## config.mk

```make
export PLATFORM = sky130hd
export DESIGN_NAME = emmc_boot_seq
export DESIGN_NICKNAME = d
export VERILOG_FILES = /design/src/rtl/emmc_boot_pkg.sv /design/src/rtl/boot_ack_rx.sv /design/src/rtl/boot_blk_cnt.sv /design/src/rtl/boot_busy_trk.sv /design/src/rtl/emmc_boot_seq.sv
export SDC_FILE = /design/constraint.sdc
export NUM_CORES = 1
export LEC_CHECK = 0
export BUFFER_PORTS_ARGS = -buffer_cell sky130_fd_sc_hd__clkbuf_2
export CAP_MARGIN = 25
export CORE_MARGIN = 1.5
export CORE_UTILIZATION = 55
export DETAILED_ROUTE_END_ITERATION = 10
export PLACE_DENSITY_LB_ADDON = 0.08
export SLEW_MARGIN = 20
export SYNTH_ARGS = -nofsm -noshare
export SYNTH_HDL_FRONTEND = slang
export SYNTH_HIERARCHICAL = 1
export SYNTH_SLANG_ARGS = --single-unit
```

## constraint.sdc

```tcl
create_clock -name clk -period 8.1 [get_ports clk]
set_input_delay 1.215 -clock clk [delete_from_list [all_inputs] [get_ports clk]]
set_output_delay 1.215 -clock clk [all_outputs]
set_load 0.02 [all_outputs]
```

## src/rtl/emmc_boot_pkg.sv

```systemverilog
package emmc_boot_pkg;

    typedef enum logic [2:0] {
        BS_IDLE,
        BS_WAIT_ACK,
        BS_DATA,
        BS_DONE,
        BS_ERROR
    } boot_state_e;

    // six DAT0 samples following the start bit, first sample in the MSB
    localparam int unsigned TOK_BITS = 6;
    localparam logic [TOK_BITS-1:0] TOK_PATTERN = 6'b010101;
    localparam int unsigned TOK_CNT_W = $clog2(TOK_BITS);

endpackage

```

## src/rtl/boot_ack_rx.sv

```systemverilog
module boot_ack_rx
    import emmc_boot_pkg::*;
#(
    parameter int unsigned TO_W = 16
) (
    input  logic            clk,
    input  logic            rst_n,
    input  logic            en,
    input  logic            dat0,
    input  logic [TO_W-1:0] timeout,
    output logic            tok_ok,
    output logic            tok_bad,
    output logic            to_hit
);

    typedef struct packed {
        logic                 rx;
        logic [TOK_CNT_W-1:0] bit_cnt;
        logic [TOK_BITS-2:0]  sh;
        logic [TO_W-1:0]      to_cnt;
    } rx_st_t;

    rx_st_t st_q, st_d;
    logic [TOK_BITS-1:0] full_w;
    logic                last_bit;
    logic [TO_W:0]       to_next;

    assign full_w   = {st_q.sh, dat0};
    assign last_bit = en && st_q.rx && (st_q.bit_cnt == TOK_CNT_W'(TOK_BITS - 1));
    assign to_next  = {1'b0, st_q.to_cnt} + {{TO_W{1'b0}}, 1'b1};

    always_comb begin
        st_d    = st_q;
        tok_ok  = 1'b0;
        tok_bad = 1'b0;
        to_hit  = 1'b0;
        if (!en) begin
            st_d = '0;
        end else begin
            st_d.to_cnt = to_next[TO_W-1:0];
            if (!st_q.rx) begin
                if (!dat0) begin
                    st_d.rx      = 1'b1;
                    st_d.bit_cnt = '0;
                end
            end else if (last_bit) begin
                tok_ok  = (full_w == TOK_PATTERN);
                tok_bad = (full_w != TOK_PATTERN);
                st_d.rx = 1'b0;
            end else begin
                st_d.sh      = {st_q.sh[TOK_BITS-3:0], dat0};
                st_d.bit_cnt = st_q.bit_cnt + 1'b1;
            end
            to_hit = (timeout != '0) && (to_next == {1'b0, timeout}) && !last_bit;
        end
    end

    always_ff @(posedge clk) begin
        if (!rst_n) st_q <= '0;
        else        st_q <= st_d;
    end

endmodule

```

## src/rtl/boot_blk_cnt.sv

```systemverilog
module boot_blk_cnt #(
    parameter int unsigned CNT_W = 16
) (
    input  logic             clk,
    input  logic             rst_n,
    input  logic             en,
    input  logic             strobe,
    input  logic [CNT_W-1:0] target,
    output logic             last
);

    typedef struct packed {
        logic [CNT_W-1:0] cnt;
    } cnt_st_t;

    cnt_st_t st_q, st_d;
    logic [CNT_W:0] cnt_next;

    assign cnt_next = {1'b0, st_q.cnt} + {{CNT_W{1'b0}}, 1'b1};

    always_comb begin
        st_d = st_q;
        last = 1'b0;
        if (!en) begin
            st_d.cnt = '0;
        end else if (strobe) begin
            st_d.cnt = cnt_next[CNT_W-1:0];
            last     = (target != '0) && (cnt_next == {1'b0, target});
        end
    end

    always_ff @(posedge clk) begin
        if (!rst_n) st_q <= '0;
        else        st_q <= st_d;
    end

endmodule

```

## src/rtl/boot_busy_trk.sv

```systemverilog
module boot_busy_trk (
    input  logic clk,
    input  logic rst_n,
    input  logic arm,
    input  logic dat0,
    input  logic hold,
    output logic busy
);

    typedef struct packed {
        logic busy;
    } busy_st_t;

    busy_st_t st_q, st_d;

    always_comb begin
        st_d = st_q;
        if (arm)                         st_d.busy = 1'b1;
        else if (st_q.busy && dat0 && !hold) st_d.busy = 1'b0;
    end

    always_ff @(posedge clk) begin
        if (!rst_n) st_q <= '0;
        else        st_q <= st_d;
    end

    assign busy = st_q.busy;

endmodule

```

## src/rtl/emmc_boot_seq.sv

```systemverilog
module emmc_boot_seq
    import emmc_boot_pkg::*;
#(
    parameter int unsigned CNT_W = 16,
    parameter int unsigned TO_W  = 16
) (
    input  logic             clk,
    input  logic             rst_n,
    input  logic             boot_en,
    input  logic             ack_expect,
    input  logic [CNT_W-1:0] blk_target,
    input  logic [TO_W-1:0]  ack_timeout,
    input  logic             blk_strobe,
    input  logic             dat0,
    input  logic             abort,
    input  logic             xfer_activity,
    input  logic             r1b_arm,
    output logic             cmd_low,
    output logic             boot_active,
    output logic             ack_seen,
    output logic             boot_done,
    output logic             ack_error,
    output logic             ack_pending,
    output logic             busy
);

    typedef struct packed {
        boot_state_e state;
        logic        armed;
        logic        seen;
        logic        pend;
    } seq_st_t;

    seq_st_t st_q, st_d;
    logic    tok_ok, tok_bad, to_hit, blk_last;
    logic    in_wait, in_data;

    assign in_wait = (st_q.state == BS_WAIT_ACK);
    assign in_data = (st_q.state == BS_DATA);

    boot_ack_rx #(.TO_W(TO_W)) u_ack_rx (
        .clk     (clk),
        .rst_n   (rst_n),
        .en      (in_wait),
        .dat0    (dat0),
        .timeout (ack_timeout),
        .tok_ok  (tok_ok),
        .tok_bad (tok_bad),
        .to_hit  (to_hit)
    );

    boot_blk_cnt #(.CNT_W(CNT_W)) u_blk_cnt (
        .clk    (clk),
        .rst_n  (rst_n),
        .en     (in_data),
        .strobe (blk_strobe),
        .target (blk_target),
        .last   (blk_last)
    );

    boot_busy_trk u_busy (
        .clk   (clk),
        .rst_n (rst_n),
        .arm   (r1b_arm),
        .dat0  (dat0),
        .hold  (in_wait),
        .busy  (busy)
    );

    always_comb begin
        st_d = st_q;
        unique case (st_q.state)
            BS_IDLE: begin
                if (st_q.armed) begin
                    st_d.armed = 1'b0;
                    if (boot_en && !abort) begin
                        if (ack_expect) begin
                            st_d.state = BS_WAIT_ACK;
                            st_d.pend  = 1'b1;
                        end else begin
                            st_d.state = BS_DATA;
                        end
                    end
                end
            end
            BS_WAIT_ACK: begin
                if (abort) begin
                    st_d.state = BS_IDLE;
                end else if (tok_ok) begin
                    st_d.state = BS_DATA;
                    st_d.seen  = 1'b1;
                    st_d.pend  = 1'b0;
                end else if (tok_bad || to_hit) begin
                    st_d.state = BS_ERROR;
                    st_d.pend  = 1'b0;
                end
            end
            BS_DATA: begin
                if (abort)         st_d.state = BS_IDLE;
                else if (blk_last) st_d.state = BS_DONE;
            end
            default: st_d.state = st_q.state;
        endcase
        if (xfer_activity) st_d.pend = 1'b0;
    end

    always_ff @(posedge clk) begin
        if (!rst_n) begin
            st_q.state <= BS_IDLE;
            st_q.armed <= 1'b1;
            st_q.seen  <= 1'b0;
            st_q.pend  <= 1'b0;
        end else begin
            st_q <= st_d;
        end
    end

    assign cmd_low     = (st_q.state == BS_IDLE && st_q.armed && boot_en) || in_wait || in_data;
    assign boot_active = cmd_low;
    assign ack_seen    = st_q.seen;
    assign boot_done   = (st_q.state == BS_DONE);
    assign ack_error   = (st_q.state == BS_ERROR);
    assign ack_pending = st_q.pend;

endmodule

```

# Yosys cells after proc, flatten, opt, wreduce, memory -nomap -nowiden
# Cells that the tools add are included.
# word_totals
input_bits	41
out_inout_bits	7
register_bits	48
# classes
muxes	31
reduce_logical	30
bitwise_logic	3
n_addsub	3
eq_ne	18
# ops
operator	count
$add A16 B1 Y17 const B	2
$eq A17 B16 Y1	2
$reduce_bool A16 Y1	2
$mux W1	18
$mux W3	6
$mux W4	3
$logic_and A1 B1 Y1	10
$ne A2 B2 Y1 const B	5
$pmux W3 S3	1
$mux W8	1
$reduce_and A2 Y1	4
$eq A3 B2 Y1 const B	2
$eq A3 B3 Y1 const B	2
$eq A6 B5 Y1 const B	1
$ne A6 B5 Y1 const B	1
$reduce_and A6 Y1	1
$reduce_and A5 Y1	1
$ne A4 B3 Y1 const B	1
$reduce_bool A2 Y1	2
$add A3 B1 Y3 const B	1
$eq A3 B1 Y1 const B	1
$logic_not A1 Y1	3
$logic_not A3 Y1	1
$logic_or A1 B1 Y1	3
other kinds (9)	11

# Longest topological paths before layout
# Gate-level depths: netlist of the first run.
# logic_depth
word_depth	11
mapped_depth	12
depth_no_buf	11

# Hierarchy
# Netlist of the first run, hierarchy kept.
# by_module_without_submodules
mod	cells_per_inst	area_each_um2	instances
boot_ack_rx	186	1591.5	1
boot_blk_cnt	164	1320.0	1
emmc_boot_seq	48	474.2	1
boot_busy_trk	4	41.3	1

# Worst setup path after synthesis of the first run
# Ideal clock, no wire load.
# synth_path
kind	input to output
startpoint	input port boot_en
endpoint	output port cmd_low
path_stages	3
t_arrival_ns	2.156
slack_ns	4.729
path_buffers	1
cell_sequence	a211oi_1 a211oi_1 buf_4
# synth_between
elab_chain_cells	3
# synth_rtl
item	line_no	source
start, declared	emmc_boot_seq.sv:9	input logic boot_en,
$logic_and A1 B1 Y1	emmc_boot_seq.sv:118	assign cmd_low = (st_q.state == BS_IDLE && st_q.armed && boot_en) || in_wait || in_data;
$logic_or A1 B1 Y1 (2 in a row)	emmc_boot_seq.sv:118	
end, declared	emmc_boot_seq.sv:18	output logic cmd_low,
# No other way between the ends.

# Final worst setup path of the first run
# layout_path
startpoint	input port boot_en
endpoint	output port boot_active
# layout_between
elab_chain_cells	3
# layout_rtl
item	line_no	source
$logic_and A1 B1 Y1	emmc_boot_seq.sv:118	
$logic_or A1 B1 Y1 (2 in a row)	emmc_boot_seq.sv:118	
end, declared	emmc_boot_seq.sv:19	output logic boot_active,
# No other way between the ends.

==> impl_metrics.toml, run 1 <==
[global_routing]
gr-total-overflow = 0
antenna_found_initial = 0
grt_pass1_wl_mm = 12.5
grt_usage_pct = 23.7
grt_max_degree = 25
first_global_vias = 2702

[critical_path]
setup.worst_path.start_class = "primary input"
crit_arrival_ns = 1.92
cp.required_ns = 6.88
critPathCaptureType = "output port"
crit_fanout = 3
worstSetupPathType = "in2out"

[clock_network]
cts_hold_buf = 0
clkLatencyLatePin_ns = 0.31
clock-sinks = 48
cts_buffers = 5
cts_resized = 0
cts_setup_buffers = 0
clk_path_buf_depth = 2
cts_root_buffer = "clkbuf_8"
h-tree-depth = 2
clk_pin_slew_ns = 0.10
cts_tree = "done"

[synthesis]
synth-async-reset-ratio_pct = 0
synth.distinct_cells = 73
synthFlopType = "dfxtp_1"
ys_warn_count = 6
synthXorXnorAreaFrac_pct = 15.4
synth_fa_ha_area_share_pct = 1.75
yosys.area_share.simple_pct = 33.7
syn_nets = 447
synthCells = 402
seq_area_frac_synth_pct = 28.0
avgSynthCellArea_um2 = 8.52
synth_compound_area_share_pct = 14.1
synth_top_family_by_area = "simple AND/OR/NAND/NOR gates"
synth-edff-count = 0
synth_mux_area_share_pct = 1.46
netlist_area_um2 = 3430
synth-seq-cells = 48

[floorplan]
dieHeight_um = 81.9
rows = 28
io_pins = 48
initial_core_util_pct = 57.5
core_um2 = 5960
dieWidth_um = 81.9
die_area_um2 = 6710

[drt]
drc = 0
wirelength_mm = 7.61
drt_pass1_iterations = 4
via_per_inst = 5.89
detail-route-antenna-nets = 0
drt-initial-drc-count = 139
wl_per_cell_um = 14.9
via_count = 3009

[final_layout]
area_delta_synth_final_pct = 7.70
antenna_cells = 0
final_cell_mix = "53 x nor2_1, 48 x dfxtp_1, 47 x clkbuf_2"
nNetsFinal = 480
drive_gt1_share_pct = 19.0
layout_commonest_cell = "nor2_1"
instances_no_fill = 511

[sta]
slew_headroom_pct = 39.8
fmax_ghz = 0.319
whs_ns = 0.484
rsz0062_at_grt = "false"
skew_ns = 0.00748
worstMarginPinSlew_ns = 0.901
setup_viol_count_final = 0
hold_viol = 0
fin_setup_tns_ns = 0
period_minus_slack_ns = 3.14
slew_viol_final = 0
post-route-period-util_pct = 38.7

[placement]
dpl.hpwl_mm = 5.73
dp.cells = 503
port_buffers = 47
globalplace.congestion = 0.939

[run_status]
outcome = "finished, final reports clean"

[min_path]
hold_path.class = "reg2reg"

[power_and_ir_drop]
leakagePower_nw = 1.32
powerDensity_nw_per_um2 = 147
ir_worst_vdd_mv = 0.100

[job]
maxCapViolations = 0
metal layers:
layer  track usage [%]  vias to the layer above  routed length (um)
met5                 0                        -                   0
met4              9.32                        0                 118
met3              3.67                       10                 260
met2              37.0                       60                3580
met1              32.5                     1410                3650
li1                  -                     1529                   -
cell usage after synthesis, types with 4 or more instances:
master    count  share of area, %
a211oi_1      4              0.88
a21oi_1      16               2.3
and3_1        5              0.91
buf_6         4               1.3
clkbuf_1      7              0.77
dfxtp_1      48                28
ha_1          4               1.5
inv_1         8              0.88
mux2i_1       5               1.5
nand2_1      25               2.7
nand3_1      23               3.4
nand4_1      10               1.8
nor2_1       53               5.8
nor3_1        8               1.2
nor3b_1       7               1.5
nor3b_2       4               1.5
nor4_1       14               2.6
nor4_2        5               1.8
o211ai_1      4              0.88
o21ai_0      14               2.0
xnor2_1      34               8.7
xor2_1       21               5.4
report_power, final:
part,switching (mW),internal [mW],total [mW]
Sequential,0.0208,0.244,0.265
Combinational,0.0693,0.0541,0.123
Clock,0.0863,0.0700,0.156
cell families (layout without fill, tap and decap cells):
group                    Yosys count  after routing
AND/OR/NAND/NOR                  187            187
AO/OA/AOI/OAI                     71             71
XOR/XNOR                          57             57
flip-flops                        48             48
buffers and inverters             29             63
adder cells (fa/ha/maj)            5              5
multiplexers                       5              5
worst max-delay path, stage by stage:
cell      delay [ns]
clkbuf_2        0.12
a211oi_1        0.08
a211oi_1        0.28
clkbuf_2        0.22
registers in the layout, summed over array words and instances, names as in the netlist:
register         cells
u_busy/busy          1
u_ack_rx/st_q       20
ack_seen             1
st_q                 4
u_blk_cnt/st_q      16
u_ack_rx/full_w      5
ack_pending          1
worst paths after layout:
path                                    startpoint                  to  slack [ns]  cells past startpoint
worst min register to register  u_ack_rx/full_w[1]  u_ack_rx/full_w[1]        0.48                      2
worst max-delay path                       boot_en         boot_active        4.96                      4
worst max register to register    u_ack_rx/st_q[0]             st_q[3]        4.98                     11
worst min-delay path            u_ack_rx/full_w[1]  u_ack_rx/full_w[1]        0.48                      2
final cells by class:
type	instances	area [um2]
fill	554	2260
sequential	48	961
clock buffer	6	82.6
clock inverter	2	13.8
timing repair buffer	47	235
tap	75	93.8
inverter	8	30.0
multi-input combinational	325	2270
metrics by stage:
| step | cell area [um2] | power, mW | setup slack, ns | util, % |
|---|---|---|---|---|
| floorplan | 3430 | 0.364 | 4.73 | - |
| global placement | 3590 | 0.393 | 4.95 | 60.4 |
| detailed placement | 3590 | 0.394 | 4.84 | 60.4 |
| CTS | 3690 | 0.550 | 4.95 | 62.0 |
| global route | 3690 | 0.571 | 4.72 | 62.0 |
| finish | 3690 | 0.544 | 4.96 | 62.0 |
No activity file was read; power rests on OpenSTA's default activity.
==> run 2: changes to the inputs <==
Settings changed: CORE_UTILIZATION 55 to 52.
Clock period 8.1 ns to 2.63 ns, I/O delays scaled along.
==> impl_metrics.toml, run 2 (synthesis gave the netlist of run 1 again) <==
[global_routing]
grt_max_degree = 25
first_global_vias = 2901
gr-total-overflow = 0
grt_pass1_wl_mm = 13.7
antenna_found_initial = 0
grt_usage_pct = 23.4

[sta]
fmax_ghz = 0.389
rsz0062_at_grt = "true"
fin_setup_tns_ns = 0
skew_ns = 0.0128
slew_viol_final = 0
hold_viol = 0
whs_ns = 0.252
setup_viol_count_final = 0
slew_headroom_pct = 62.7
post-route-period-util_pct = 97.8
worstMarginPinSlew_ns = 0.558
period_minus_slack_ns = 2.57
timing.final.ws_setup_ns = 0.0575

[final_layout]
fillers = 550
layout_commonest_cell = "nor2_1"
area_delta_synth_final_pct = 21.4
final_cell_mix = "52 x nor2_1, 47 x clkbuf_2, 39 x buf_4"
largest_reg_flops = 20
antenna_cells = 0
drive_gt1_share_pct = 31.0
top_register = "u_ack_rx/st_q"
nNetsFinal = 521
fin_util_pct = 65.5

[placement]
port_buffers = 47
globalplace.congestion = 0.854
dpl.hpwl_mm = 6.22
pre_cts_ws_ns = -0.0330

[clock_network]
cts_buffers = 5
h-tree-depth = 2
clk_pin_slew_ns = 0.09
cts_hold_buf = 0
cts_root_buffer = "clkbuf_8"
cts_tree = "done"
clock-sinks = 48
clk_path_buf_depth = 2
clkLatencyLatePin_ns = 0.31

[run_status]
outcome = "finished, final reports clean"

[drt]
drc = 0
drt-initial-drc-count = 243
wl_per_cell_um = 15.1
via_count = 3212
via_per_inst = 5.80
wirelength_mm = 8.38
drt_pass1_iterations = 5
detail-route-antenna-nets = 0

[critical_path]
cp.required_ns = 2.83
crit_buf_inv = 2
crit_arrival_ns = 2.77
critPathCaptureType = "flop"
crit_family = "simple AND/OR/NAND/NOR gates"
worstSetupPathType = "reg2reg"
critPathSlowestCell = "dfxtp_4"
crit_fanout = 5
setup.worst_path.start_class = "flop"
crit_path_frequent_cell = "nor4_4"
slowest_delay_ns = 0.37
crit_path_cell_trace = "buf_6 -> nand4_4 -> nor4_4 -> buf_4 -> nor3b_1 -> nor4_1 -> nand4_1 -> nor4_4 -> nor4_2 -> a21boi_1 -> o221a_1"

[power_and_ir_drop]
ir_worst_vdd_mv = 0.345
powerDensity_nw_per_um2 = 414
p_total_mw = 1.72
leakagePower_nw = 1.58

[floorplan]
die_area_um2 = 7090
dieHeight_um = 84.2
core_um2 = 6350
io_pins = 48
initial_core_util_pct = 54.0
dieWidth_um = 84.2
rows = 29

[job]
maxCapViolations = 0

[min_path]
hold_path.class = "in2reg"
[run 2: changes by cell type in the layout (fill, tap and decap cells not counted), sizes merged]
cell      delta
inv          -1
clkinv       -1
clkinvlp     +2
buf         +41
[run 2: worst paths after layout]
path	slack, ns	cells past startpoint	startpoint	to
min reg2reg	0.49	2	u_ack_rx/full_w[1]	u_ack_rx/full_w[1]
max	0.06	11	u_ack_rx/st_q[0]	st_q[4]
min	0.25	2	xfer_activity	ack_pending
max reg2reg	0.06	11	u_ack_rx/st_q[0]	st_q[4]
[run 2: layout make-up]
cell class	instances	area [um2]	area share, %
flip-flops and latches	48	988	23.8
clock buffers	6	82.6	1.99
clock inverters	2	15.0	0.361
well taps	77	96.3	2.32
repair buffers	88	551	13.2
inverters	8	30.0	0.722
multi-input cells	325	2400	57.6
[run 2: report_power, final]
group | internal, mW | leakage [nW] | switching, mW | total, mW
logic | 0.201 | 1.14 | 0.269 | 0.470
registers | 0.749 | 0.396 | 0.0253 | 0.774
clock network | 0.213 | 0.0434 | 0.264 | 0.477
total | 1.16 | 1.58 | 0.558 | 1.72
[run 2: metrics by stage]
step | std cells | cell area, um2
2_1_floorplan | 402 | 3430
3_3_place_gp | 539 | 3850
3_5_place_dp | 539 | 3850
4_1_cts | 547 | 3960
5_1_grt | 554 | 4160
6_report | 554 | 4160
[run 2: timing repair]
item / 4_1_cts / 5_1_grt
setup endpoints to repair: 2 / 4
gates resized for setup: 1 / 39
pin swaps: 0 / 24
setup buffers: 0 / 7
[run 2: worst reg2reg max path, stage by stage, from the launching register on]
cell,delay [ns]
dfxtp_4,0.37
buf_6,0.12
nand4_4,0.20
nor4_4,0.28
buf_4,0.18
nor3b_1,0.29
nor4_1,0.10
nand4_1,0.18
nor4_4,0.07
nor4_2,0.33
a21boi_1,0.12
o221a_1,0.24
[run 2: per-layer routing]
| layer | vias to the layer above | part of all wire, % | track usage [%] | routed length (um) |
|---|---|---|---|---|
| met4 | 0 | 1.3 | 5.51 | 107 |
| met1 | 1489 | 49 | 34.7 | 4100 |
| met2 | 100 | 45 | 35.6 | 3740 |
| li1 | 1612 | - | - | - |
| met5 | - | 0 | 0 | 0 |
| met3 | 11 | 5.1 | 3.64 | 431 |
==> run 3: changes to the inputs <==
Clock period 2.63 ns to 2.2 ns, I/O delays scaled along.
==> impl_metrics.toml, run 3 (synthesis gave the netlist of run 1 again) <==
[final_layout]
largest_reg_flops = 20
fillers = 496
nNetsFinal = 569
instances_no_fill = 602
final_cell_mix = "87 x buf_4, 51 x nor2_1, 47 x clkbuf_2"
area_delta_synth_final_pct = 33.6
multi_input_area_um2 = 2450
layout_commonest_cell = "buf_4"
drive_gt1_share_pct = 38.7
antenna_cells = 0
top_register = "u_ack_rx/st_q"
regArea_um2 = 983

[critical_path]
critPathCaptureType = "flop"
setup.worst_path.start_class = "flop"
r2r_start = "u_ack_rx/st_q[0]"
worstSetupPathType = "reg2reg"
critPathSlowestCell = "dfxtp_4"
crit_arrival_ns = 2.65
crit_path_frequent_cell = "nor4_4"
rr_worst_depth = 12
crit_fanout = 5
rr_endpoint = "st_q[3]"
reg2reg_slack_ns = -0.26
slowest_delay_ns = 0.41
crit_path_cell_trace = "ha_4 -> nand3_4 -> buf_6 -> nor4_4 -> nor2_1 -> nor4_1 -> nand4_1 -> nor4_4 -> nor4_2 -> o21ai_1 -> nand3_1 -> o221a_1"
cp.required_ns = 2.39

[run_status]
violations = "negative setup slack"
outcome = "finished, violations left"

[floorplan]
initial_core_util_pct = 54.0
dieHeight_um = 84.2
die_area_um2 = 7090
io_pins = 48
core_um2 = 6350
dieWidth_um = 84.2
rows = 29

[global_routing]
grt_pass1_wl_mm = 15.3
grt_usage_pct = 26.1
grt_max_degree = 17
antenna_found_initial = 0
first_global_vias = 3305
gr-total-overflow = 0

[placement]
globalplace.congestion = 0.881
dp.cells = 587
port_buffers = 47
dpl.hpwl_mm = 6.84
pre_cts_ws_ns = -0.408

[clock_network]
clock-sinks = 48
h-tree-depth = 2
cts_hold_buf = 0
clkLatencyLatePin_ns = 0.31
cts_tree = "done"
cts_buffers = 5
clk_pin_slew_ns = 0.09
clk_path_buf_depth = 2
cts_root_buffer = "clkbuf_8"

[drt]
via_per_inst = 5.73
via_count = 3447
drt-initial-drc-count = 131
wl_per_cell_um = 15.1
wirelength_mm = 9.07
drt_pass1_iterations = 5
detail-route-antenna-nets = 0
drc = 0

[sta]
hold_viol = 0
worstMarginPinSlew_ns = 0.617
setup_viol_count_final = 4
timing.final.ws_setup_ns = -0.257
slew_headroom_pct = 58.8
skew_ns = 0.0127
rsz0062_at_grt = "true"
post-route-period-util_pct = 112
slew_viol_final = 0
period_minus_slack_ns = 2.46
fmax_ghz = 0.407

[job]
maxCapViolations = 0

[power_and_ir_drop]
powerDensity_nw_per_um2 = 475
ir_worst_vdd_mv = 0.421
p_total_mw = 2.18
leakagePower_nw = 1.86

[min_path]
min_to = "ack_pending"
hold_path.class = "in2reg"
whs_path_depth = 2
min-delay-start = "xfer_activity"
-- run 3: changes by cell type in the layout (fill, tap and decap cells not counted), sizes merged --
cell      before  now
buf           41   89
clkinvlp       2    0
bufinv         0    1
clkinv         0    1
-- run 3: report_power, final --
group / total [mW] / internal, mW / switching (mW)
Clock: 0.634 / 0.338 / 0.297
Sequential: 0.926 / 0.897 / 0.0288
Combinational: 0.616 / 0.275 / 0.341
Total: 2.18 / 1.51 / 0.666
-- run 3: what timing repair did --
| item | in CTS | in global routing |
|---|---|---|
| gates resized for setup | 21 | 9 |
| pin swaps | 22 | 3 |
| setup buffers | 4 | 3 |
| endpoints found under the setup margin | 4 | 4 |
| cloned | 0 | 0 |
-- run 3: worst max path at each step --
stage | cells after the start | slack (ns) | startpoint | to
2_1_floorplan | 12 | -0.13 | u_ack_rx/st_q[0] | st_q[3]
3_3_place_gp | 10 | -0.35 | u_blk_cnt/st_q[0] | st_q[3]
3_5_place_dp | 12 | -0.41 | u_ack_rx/st_q[0] | st_q[3]
4_1_cts | 12 | -0.26 | u_ack_rx/st_q[0] | st_q[3]
5_1_grt | 12 | -0.42 | u_ack_rx/st_q[1] | st_q[3]
6_report | 12 | -0.26 | u_ack_rx/st_q[0] | st_q[3]
-- run 3: metal layers --
| metal | vias to the layer above | global-route usage, % | share of wire, % | wire, um |
|---|---|---|---|---|
| met5 | - | 0 | 0 | 0 |
| met4 | 0 | 7.60 | 0.89 | 81 |
| met3 | 8 | 4.33 | 4.9 | 442 |
| met2 | 95 | 42.0 | 47 | 4290 |
| met1 | 1638 | 36.1 | 47 | 4250 |
| li1 | 1706 | - | - | - |
-- run 3: metrics by stage --
step	hold slack, ns	utilization (%)	TNS, ns	cell area (um2)
final	0.194	72.1	-0.710	4580
after global routing	0.189	72.1	-1.31	4580
after CTS	0.175	70.9	-0.587	4500
after detailed placement	0.464	67.6	-1.03	4290
after global placement	0.459	67.6	-0.834	4290
after floorplan	0.392	-	-0.215	3520
-- run 3: final cells by class --
type,instances,share of cell area [%]
clock buffers,6,1.59
clock inverters,2,0.765
inverters,8,0.656
multi-input cells,325,53.5
flip-flops and latches,48,21.5
well taps,77,2.10
repair buffers,136,19.9
-- run 3: critical path: cells and delay by family (launching register included) --
family | cells | cell delay, ns
flip-flops | 1 | 0.41
adder cells (fa/ha/maj) | 1 | 0.16
buffers and inverters | 1 | 0.16
AND/OR/NAND/NOR | 8 | 1.24
AO/OA/AOI/OAI | 2 | 0.38
